`config.mk`:
```
export PLATFORM = sky130hd
export DESIGN_NAME = rtc_apb_alarm
export DESIGN_NICKNAME = d
export VERILOG_FILES = /design/src/rtl/rtc_pkg.sv /design/src/rtl/rtc_prescaler.sv /design/src/rtl/rtc_timebase.sv /design/src/rtl/rtc_alarm.sv /design/src/rtl/rtc_apb_alarm.sv
export SDC_FILE = /design/constraint.sdc
export NUM_CORES = 1
export LEC_CHECK = 0
export BUFFER_PORTS_ARGS = -buffer_cell sky130_fd_sc_hd__buf_4
export CAP_MARGIN = 30
export CORE_AREA = 10 10 175 177
export DETAILED_ROUTE_END_ITERATION = 10
export DIE_AREA = 0 0 185 187
export GPL_TIMING_DRIVEN = 0
export HOLD_SLACK_MARGIN = 0.08
export PLACE_DENSITY_LB_ADDON = 0.3
export SYNTH_ARGS = -nofsm -noshare
export SYNTH_HDL_FRONTEND = slang
export SYNTH_SLANG_ARGS = --single-unit
```
`constraint.sdc`:
```
create_clock -name clk -period 4.65 [get_ports clk]
set_input_delay 0.465 -clock clk [delete_from_list [all_inputs] [get_ports clk]]
set_output_delay 0.465 -clock clk [all_outputs]
set_load 0.05 [all_outputs]
```
`src/rtl/rtc_pkg.sv`:
```
package rtc_pkg;

    localparam int DATA_W = 32;
    localparam int ADDR_W = 12;

    // Word index of each location in the low part of the window (paddr[4:2]).
    typedef enum logic [2:0] {
        REG_COUNT   = 3'd0,
        REG_MATCH   = 3'd1,
        REG_LOAD    = 3'd2,
        REG_CTRL    = 3'd3,
        REG_MASK    = 3'd4,
        REG_RAW     = 3'd5,
        REG_MASKED  = 3'd6,
        REG_CLEAR   = 3'd7
    } rtc_reg_e;

    // Write strobes after address decode.
    typedef struct packed {
        logic load;
        logic match;
        logic mask;
        logic clear;
    } rtc_wr_s;

    // The low window covers 0x000..0x01F; the ID window covers 0xFE0..0xFFF.
    function automatic logic in_reg_window(input logic [ADDR_W-1:0] a);
        return a[ADDR_W-1:5] == '0;
    endfunction

    function automatic logic in_id_window(input logic [ADDR_W-1:0] a);
        return a[ADDR_W-1:5] == '1;
    endfunction

    function automatic logic [7:0] id_byte(input logic [2:0] idx);
        logic [7:0] b;
        case (idx)
            3'd0:    b = 8'h31;
            3'd1:    b = 8'h10;
            3'd2:    b = 8'h14;
            3'd3:    b = 8'h00;
            3'd4:    b = 8'h0D;
            3'd5:    b = 8'hF0;
            3'd6:    b = 8'h05;
            default: b = 8'hB1;
        endcase
        return b;
    endfunction

endpackage

```
`src/rtl/rtc_prescaler.sv`:
```
module rtc_prescaler #(
    parameter int CLK_HZ = 50_000_000
) (
    input  logic clk,
    input  logic rst,
    input  logic restart,
    output logic tick
);
    localparam int DIV = (CLK_HZ < 1) ? 1 : CLK_HZ;
    localparam int CW  = (DIV > 1) ? $clog2(DIV) : 1;
    localparam logic [CW-1:0] TERM = CW'(DIV - 1);

    logic [CW-1:0] div_q;

    // A restart wins over a pending tick, so a load always starts a full second.
    assign tick = (div_q == TERM) && !restart;

    always_ff @(posedge clk) begin
        if (rst || restart) begin
            div_q <= '0;
        end else if (tick) begin
            div_q <= '0;
        end else begin
            div_q <= div_q + 1'b1;
        end
    end

    generate
        if (DIV > 1) begin : g_chk
            // ticks never arrive on back-to-back cycles
            a_r2_tick_gap: assert property (@(posedge clk) disable iff (rst)
                tick |=> !tick);
            // the cycle after a restart never carries a tick
            a_r3_restart_delays: assert property (@(posedge clk) disable iff (rst)
                restart |=> !tick);
        end
    endgenerate

endmodule

```
`src/rtl/rtc_timebase.sv`:
```
module rtc_timebase
    import rtc_pkg::*;
(
    input  logic              clk,
    input  logic              rst,
    input  logic              tick,
    input  logic              load_en,
    input  logic [DATA_W-1:0] load_val,
    output logic [DATA_W-1:0] count_q,
    output logic [DATA_W-1:0] count_nxt,
    output logic [DATA_W-1:0] loaded_q
);

    always_comb begin
        if (load_en) begin
            count_nxt = load_val;
        end else if (tick) begin
            count_nxt = count_q + 1'b1;   // wraps modulo 2^DATA_W
        end else begin
            count_nxt = count_q;
        end
    end

    always_ff @(posedge clk) begin
        if (rst) begin
            count_q  <= '0;
            loaded_q <= '0;
        end else begin
            count_q <= count_nxt;
            if (load_en) begin
                loaded_q <= load_val;
            end
        end
    end

    // a load lands in the count on the next edge
    a_r3_load_lands: assert property (@(posedge clk) disable iff (rst)
        load_en |=> (count_q == $past(load_val)));
    // a tick without a load advances by one
    a_r2_step_one: assert property (@(posedge clk) disable iff (rst)
        (tick && !load_en) |=> (count_q == $past(count_q) + 1'b1));
    // all-ones rolls over to zero
    a_r4_wrap_zero: assert property (@(posedge clk) disable iff (rst)
        (tick && !load_en && (count_q == '1)) |=> (count_q == '0));
    // without tick or load the count holds
    a_r2_hold: assert property (@(posedge clk) disable iff (rst)
        (!tick && !load_en) |=> $stable(count_q));

endmodule

```
`src/rtl/rtc_alarm.sv`:
```
module rtc_alarm
    import rtc_pkg::*;
(
    input  logic              clk,
    input  logic              rst,
    input  logic              tick,
    input  rtc_wr_s           wr,
    input  logic [DATA_W-1:0] wdata,
    input  logic [DATA_W-1:0] count_q,
    input  logic [DATA_W-1:0] count_nxt,
    output logic [DATA_W-1:0] match_q,
    output logic              mask_q,
    output logic              raw_q
);

    logic [DATA_W-1:0] match_nxt;
    logic              event_any;
    logic              hit;

    assign match_nxt = wr.match ? wdata : match_q;
    // Compare only when the count or the match value is about to change, so
    // an equal pair left over from earlier does not fire again.
    assign event_any = tick || wr.match || wr.load;
    assign hit       = event_any && (count_nxt == match_nxt);

    always_ff @(posedge clk) begin
        if (rst) begin
            match_q <= '0;
            mask_q  <= 1'b0;
            raw_q   <= 1'b0;
        end else begin
            match_q <= match_nxt;
            if (wr.mask) begin
                mask_q <= wdata[0];
            end
            // A new hit takes priority over a clear in the same cycle.
            if (hit) begin
                raw_q <= 1'b1;
            end else if (wr.clear) begin
                raw_q <= 1'b0;
            end
        end
    end

    // the flag only rises with count and match equal
    a_r6_rise_equal: assert property (@(posedge clk) disable iff (rst)
        $rose(raw_q) |-> (count_q == match_q));
    // a match write equal to the coming count sets the flag
    a_r5_match_now: assert property (@(posedge clk) disable iff (rst)
        (wr.match && (wdata == count_nxt)) |=> raw_q);
    // a clear with no new hit drops the flag
    a_r8_clear_drops: assert property (@(posedge clk) disable iff (rst)
        (wr.clear && !event_any) |=> !raw_q);
    // the mask stores only bit 0 of the written data
    a_r7_mask_bit0: assert property (@(posedge clk) disable iff (rst)
        wr.mask |=> (mask_q == $past(wdata[0])));

endmodule

```
`src/rtl/rtc_apb_alarm.sv`:
```
module rtc_apb_alarm
    import rtc_pkg::*;
#(
    parameter int CLK_HZ = 50_000_000
) (
    input  logic              clk,
    input  logic              rst,
    input  logic              psel,
    input  logic              penable,
    input  logic              pwrite,
    input  logic [ADDR_W-1:0] paddr,
    input  logic [DATA_W-1:0] pwdata,
    output logic [DATA_W-1:0] prdata,
    output logic              pready,
    output logic              irq
);

    rtc_reg_e          idx;
    logic              wr_cycle;
    rtc_wr_s           wr;
    logic              tick;
    logic [DATA_W-1:0] count_q;
    logic [DATA_W-1:0] count_nxt;
    logic [DATA_W-1:0] loaded_q;
    logic [DATA_W-1:0] match_q;
    logic              mask_q;
    logic              raw_q;
    logic              masked;
    logic              unused_addr_lsb;

    assign pready          = 1'b1;
    assign unused_addr_lsb = ^paddr[1:0];
    assign idx             = rtc_reg_e'(paddr[4:2]);
    assign wr_cycle        = psel && penable && pwrite && in_reg_window(paddr);

    // Only four locations have write side effects; the rest drop the data.
    always_comb begin
        wr       = '0;
        wr.load  = wr_cycle && (idx == REG_LOAD);
        wr.match = wr_cycle && (idx == REG_MATCH);
        wr.mask  = wr_cycle && (idx == REG_MASK);
        wr.clear = wr_cycle && (idx == REG_CLEAR);
    end

    rtc_prescaler #(
        .CLK_HZ (CLK_HZ)
    ) u_prescaler (
        .clk     (clk),
        .rst     (rst),
        .restart (wr.load),
        .tick    (tick)
    );

    rtc_timebase u_timebase (
        .clk       (clk),
        .rst       (rst),
        .tick      (tick),
        .load_en   (wr.load),
        .load_val  (pwdata),
        .count_q   (count_q),
        .count_nxt (count_nxt),
        .loaded_q  (loaded_q)
    );

    rtc_alarm u_alarm (
        .clk       (clk),
        .rst       (rst),
        .tick      (tick),
        .wr        (wr),
        .wdata     (pwdata),
        .count_q   (count_q),
        .count_nxt (count_nxt),
        .match_q   (match_q),
        .mask_q    (mask_q),
        .raw_q     (raw_q)
    );

    assign masked = raw_q && mask_q;
    assign irq    = masked;

    always_comb begin
        prdata = '0;
        if (in_id_window(paddr)) begin
            prdata = {{(DATA_W-8){1'b0}}, id_byte(paddr[4:2])};
        end else if (in_reg_window(paddr)) begin
            case (idx)
                REG_COUNT:  prdata = count_q;
                REG_MATCH:  prdata = match_q;
                REG_LOAD:   prdata = loaded_q;
                REG_CTRL:   prdata = {{(DATA_W-1){1'b0}}, 1'b1};
                REG_MASK:   prdata = {{(DATA_W-1){1'b0}}, mask_q};
                REG_RAW:    prdata = {{(DATA_W-1){1'b0}}, raw_q};
                REG_MASKED: prdata = {{(DATA_W-1){1'b0}}, masked};
                default:    prdata = '0;
            endcase
        end
    end

    // the interrupt can only rise while the mask is set
    a_r7_irq_needs_mask: assert property (@(posedge clk) disable iff (rst)
        $rose(irq) |-> mask_q);
    // a clear write with the count idle leaves the interrupt low
    a_r8_clear_irq: assert property (@(posedge clk) disable iff (rst)
        (wr.clear && !tick) |=> !irq);

endmodule

```
==> results.md <==
- Status: complete, no violations
- Area delta synth->final: 20.2%
- Layout cells sized above 1: 12.6%
- Vias after detailed routing: roughly 8,400
- Sequential fraction of the synthesis area: between 30% and 40%
- Mapped Nets: 1,107
- Fillcell total: 2,893
- Total GRT Usage: 18.2%
- Mapped Area: between 7000 and 8000 um2
- Top Ports: 83
- Tightest Pin Transition: 0.990 ns
- Antenna Nets Post-Route: 0
- Maximum net fanout on the critical path: 10
- Tmin final: between 4 and 5 ns
- Worst Setup Start Kind: primary input
- Required @ worst endpoint: 4.99 ns
- Headroom to the max-slew limit: between 30% and 40%
- Clk pwr share: 53.9%
- Clk_lat worst skew: 0.44 ns
- Async S/R FF share, synth: 0%
- Clock Root Buffer: clkbuf_16
- WL per Instance: 21.3 um
- Syn Area/Cell: about 7.6 um2
- Drt via density: 5.57
- Number of max-cap violations: 0
- CTS tree: yes
- CTS sink cnt: 124
- Clock skew: between 0.01 and 0.015 ns
- Bufs on Longest Clock Path: 2
- Dpl cell area: 8980 um2
- Fin worst setup slack: 0.355 ns
- Num CTS Buffers: 17
- Nets: 1,201
- # hold bufs at CTS: 0
- Die Height: 187 um
- Int Pwr: 1.96 mW
- Reg clk slew, reported paths: about 0.060 ns
- Grt total ovfl: 0
- Static Leak: 3.49 nW
- Synth cell types: 74
- Sw frac: between 20% and 30%
- Critical path class: in -> reg
- Design area: between 9000 and 10,000 um2
- Post-synth top flop: dfxtp_1
- Starting Density: 29.2%
- Post-synth EDFFs: 0
- Routability-driven placement congestion ratio: 0.947
- # port buffers: 75
- Final hold vios: 0
- Count of final setup violators: 0
- Psw: 662 uW
- #FFs+latches synth: 124
- Combinational share of power: 5.5%
- Peak supply drop: 0.000238 V
- Router iterations before antenna repair: 9
- Worst Setup End Kind: flip-flop
- Core area: 27,300 um2
- Synth warn: 0
- Pin count of the biggest net entering global routing: 17
- Initial antenna violation count: 1
- Power Dens Cells: ~270 nW/um2
- Final hold slack: 0.307 ns
- Post CTS Setup Buffer Count: 0
- DRT Wirelength: 32,100 um
- Die area: 34,600 um2
- Crit path DAT: 4.63 ns
- Post-Route Utilization: between 30% and 40%
- Sequential Power Share: 40.7%
- Fin crit share: 92.4%
- Vias in the first global route: approximately 8,000
- DRC Markers: 0
- RSZ-0062 raised after global routing: no
- DP Worst Slack: 0.0766 ns
- HP Class: in -> reg
- First-pass GRT wire length: 48,600 um
- Post-Syn Instances: roughly 1,100
- Pins Over Slew Limit: 0
- CTS-repair resized insts: 0
- Die W: 185 um
- Setup TNS: 0 ns
- Post-detail-place hpwl: 23,800 um
- Max Freq: ~230 MHz
- DR iter-0 viols: 839
- H-tree depth: 4
- Rows: 61
[synth_stat cells, drive strengths merged, types with 4 or more instances]
cell      n  area share, %
nor4     19            2.4
xnor2    51            5.6
nor2b     6           0.47
inv      10           0.47
or3      13            1.0
o211ai    7           0.66
nor4b     5            1.0
and2      9           0.70
a211oi   22            2.1
nor2    139            6.5
clkbuf   45            2.1
nand4    27            2.6
o22ai    13            1.0
o221ai    4           0.44
o31ai     5           0.53
a21oi   110            6.9
o21ai    19            1.2
nand3    40            2.7
xor2     31            3.4
a31oi     4           0.31
and3     23            1.8
or4       4           0.38
dfxtp   124             31
mux2i    43            5.4
buf      28            1.9
nand2   162            7.6
and4     13            1.5
a22oi     6           0.56
nor3     19            1.2
[critical path, stage by stage]
cell and delay [ns]:
buf_4 0.08, buf_2 0.22, nor3b_1 0.09, nand4_1 0.27, clkbuf_1 0.77, clkbuf_1 0.77, buf_1 0.68, mux2i_1 0.34
xnor2_1 0.17, a211oi_1 0.26, nand4_1 0.23, o31ai_2 0.26
[final cells by class]
class	instances	area, um2	share of cell area (%)
inverters	10	37.5	0.391
flip-flops and latches	124	2480	25.9
plain buffers	73	320	3.34
repair buffers	75	563	5.87
well taps	346	433	4.51
clock buffers	17	425	4.43
clock inverters	15	188	1.96
multi-input cells	849	5150	53.6
diodes	1	2.50	0.0261
[path summary, 6_finish.rpt]
check                         startpoint                 endpoint  cells after the start  slack [ns]
setup / recovery                paddr[3]            u_alarm.raw_q                     12        0.35
hold / removal                pwdata[17]  u_timebase.loaded_q[17]                      3        0.31
setup reg to reg   u_timebase.count_q[0]            u_alarm.raw_q                     10        0.98
hold reg to reg   u_timebase.loaded_q[6]   u_timebase.loaded_q[6]                      2        0.46
[placed cells by master (no fill, tap or decap), drive strengths merged, types with 6 or more instances in the layout]
master | synthesis | layout
nor2 | 139 | 139
dfxtp | 124 | 124
a211oi | 22 | 22
o211ai | 7 | 7
o22ai | 13 | 13
clkbuf | 45 | 62
a21oi | 110 | 110
inv | 10 | 14
a22oi | 6 | 6
and4 | 13 | 13
and3 | 23 | 23
buf | 28 | 103
nand2 | 162 | 162
or3 | 13 | 13
nor4 | 19 | 19
mux2i | 43 | 43
nand3 | 40 | 40
and2 | 9 | 9
xnor2 | 51 | 51
nor3 | 19 | 19
xor2 | 31 | 31
nand4 | 27 | 27
o21ai | 19 | 19
nor2b | 6 | 6
[power groups by stage]
stage | combinational (mW) | sequential [mW] | clock (mW)
2_1_floorplan | 0.0617 | 1.09 | 0
3_3_place_gp | 0.141 | 1.09 | 0
3_5_place_dp | 0.141 | 1.09 | 0
4_1_cts | 0.142 | 1.07 | 1.42
5_1_grt | 0.153 | 1.07 | 1.47
6_report | 0.143 | 1.07 | 1.41
[through the flow]
step	power (mW)	std cells
after floorplan	1.15	1056
after global placement	1.23	1477
after detailed placement	1.23	1477
after CTS	2.63	1509
after global routing	2.69	1509
final	2.62	1510
[layer usage]
layer  vias up  GRT usage [%]  part of all wire (%)
li1       3972              -                     -
met4         0           7.54                   3.3
met2       429           27.7                    44
met5         -              0                     0
met3        77           4.14                   9.5
met1      3939           24.0                    43
[state kept, by name, summed over array words and instances, names as in the netlist]
name                 flops
u_alarm.mask_q           1
u_timebase.loaded_q     32
u_prescaler.div_q       26
u_alarm.match_q         32
u_timebase.count_q      32
u_alarm.raw_q            1
[cells by family (layout without fill, tap and decap cells)]
group / Yosys count / count (layout) / synth area share (%)
DFF: 124 / 124 / 31.1
xor gates and xnor gates: 84 / 84 / 9.56
other: 1 / 2 / 0.0469
and+or+nand+nor: 492 / 492 / 31.2
muxes: 46 / 46 / 5.81
adders and majority gates: 2 / 2 / 0.313
buffers and inverters: 83 / 190 / 4.48
AOI/OAI and AO/OA: 224 / 224 / 17.5
Power figures use the tool's default switching activity.
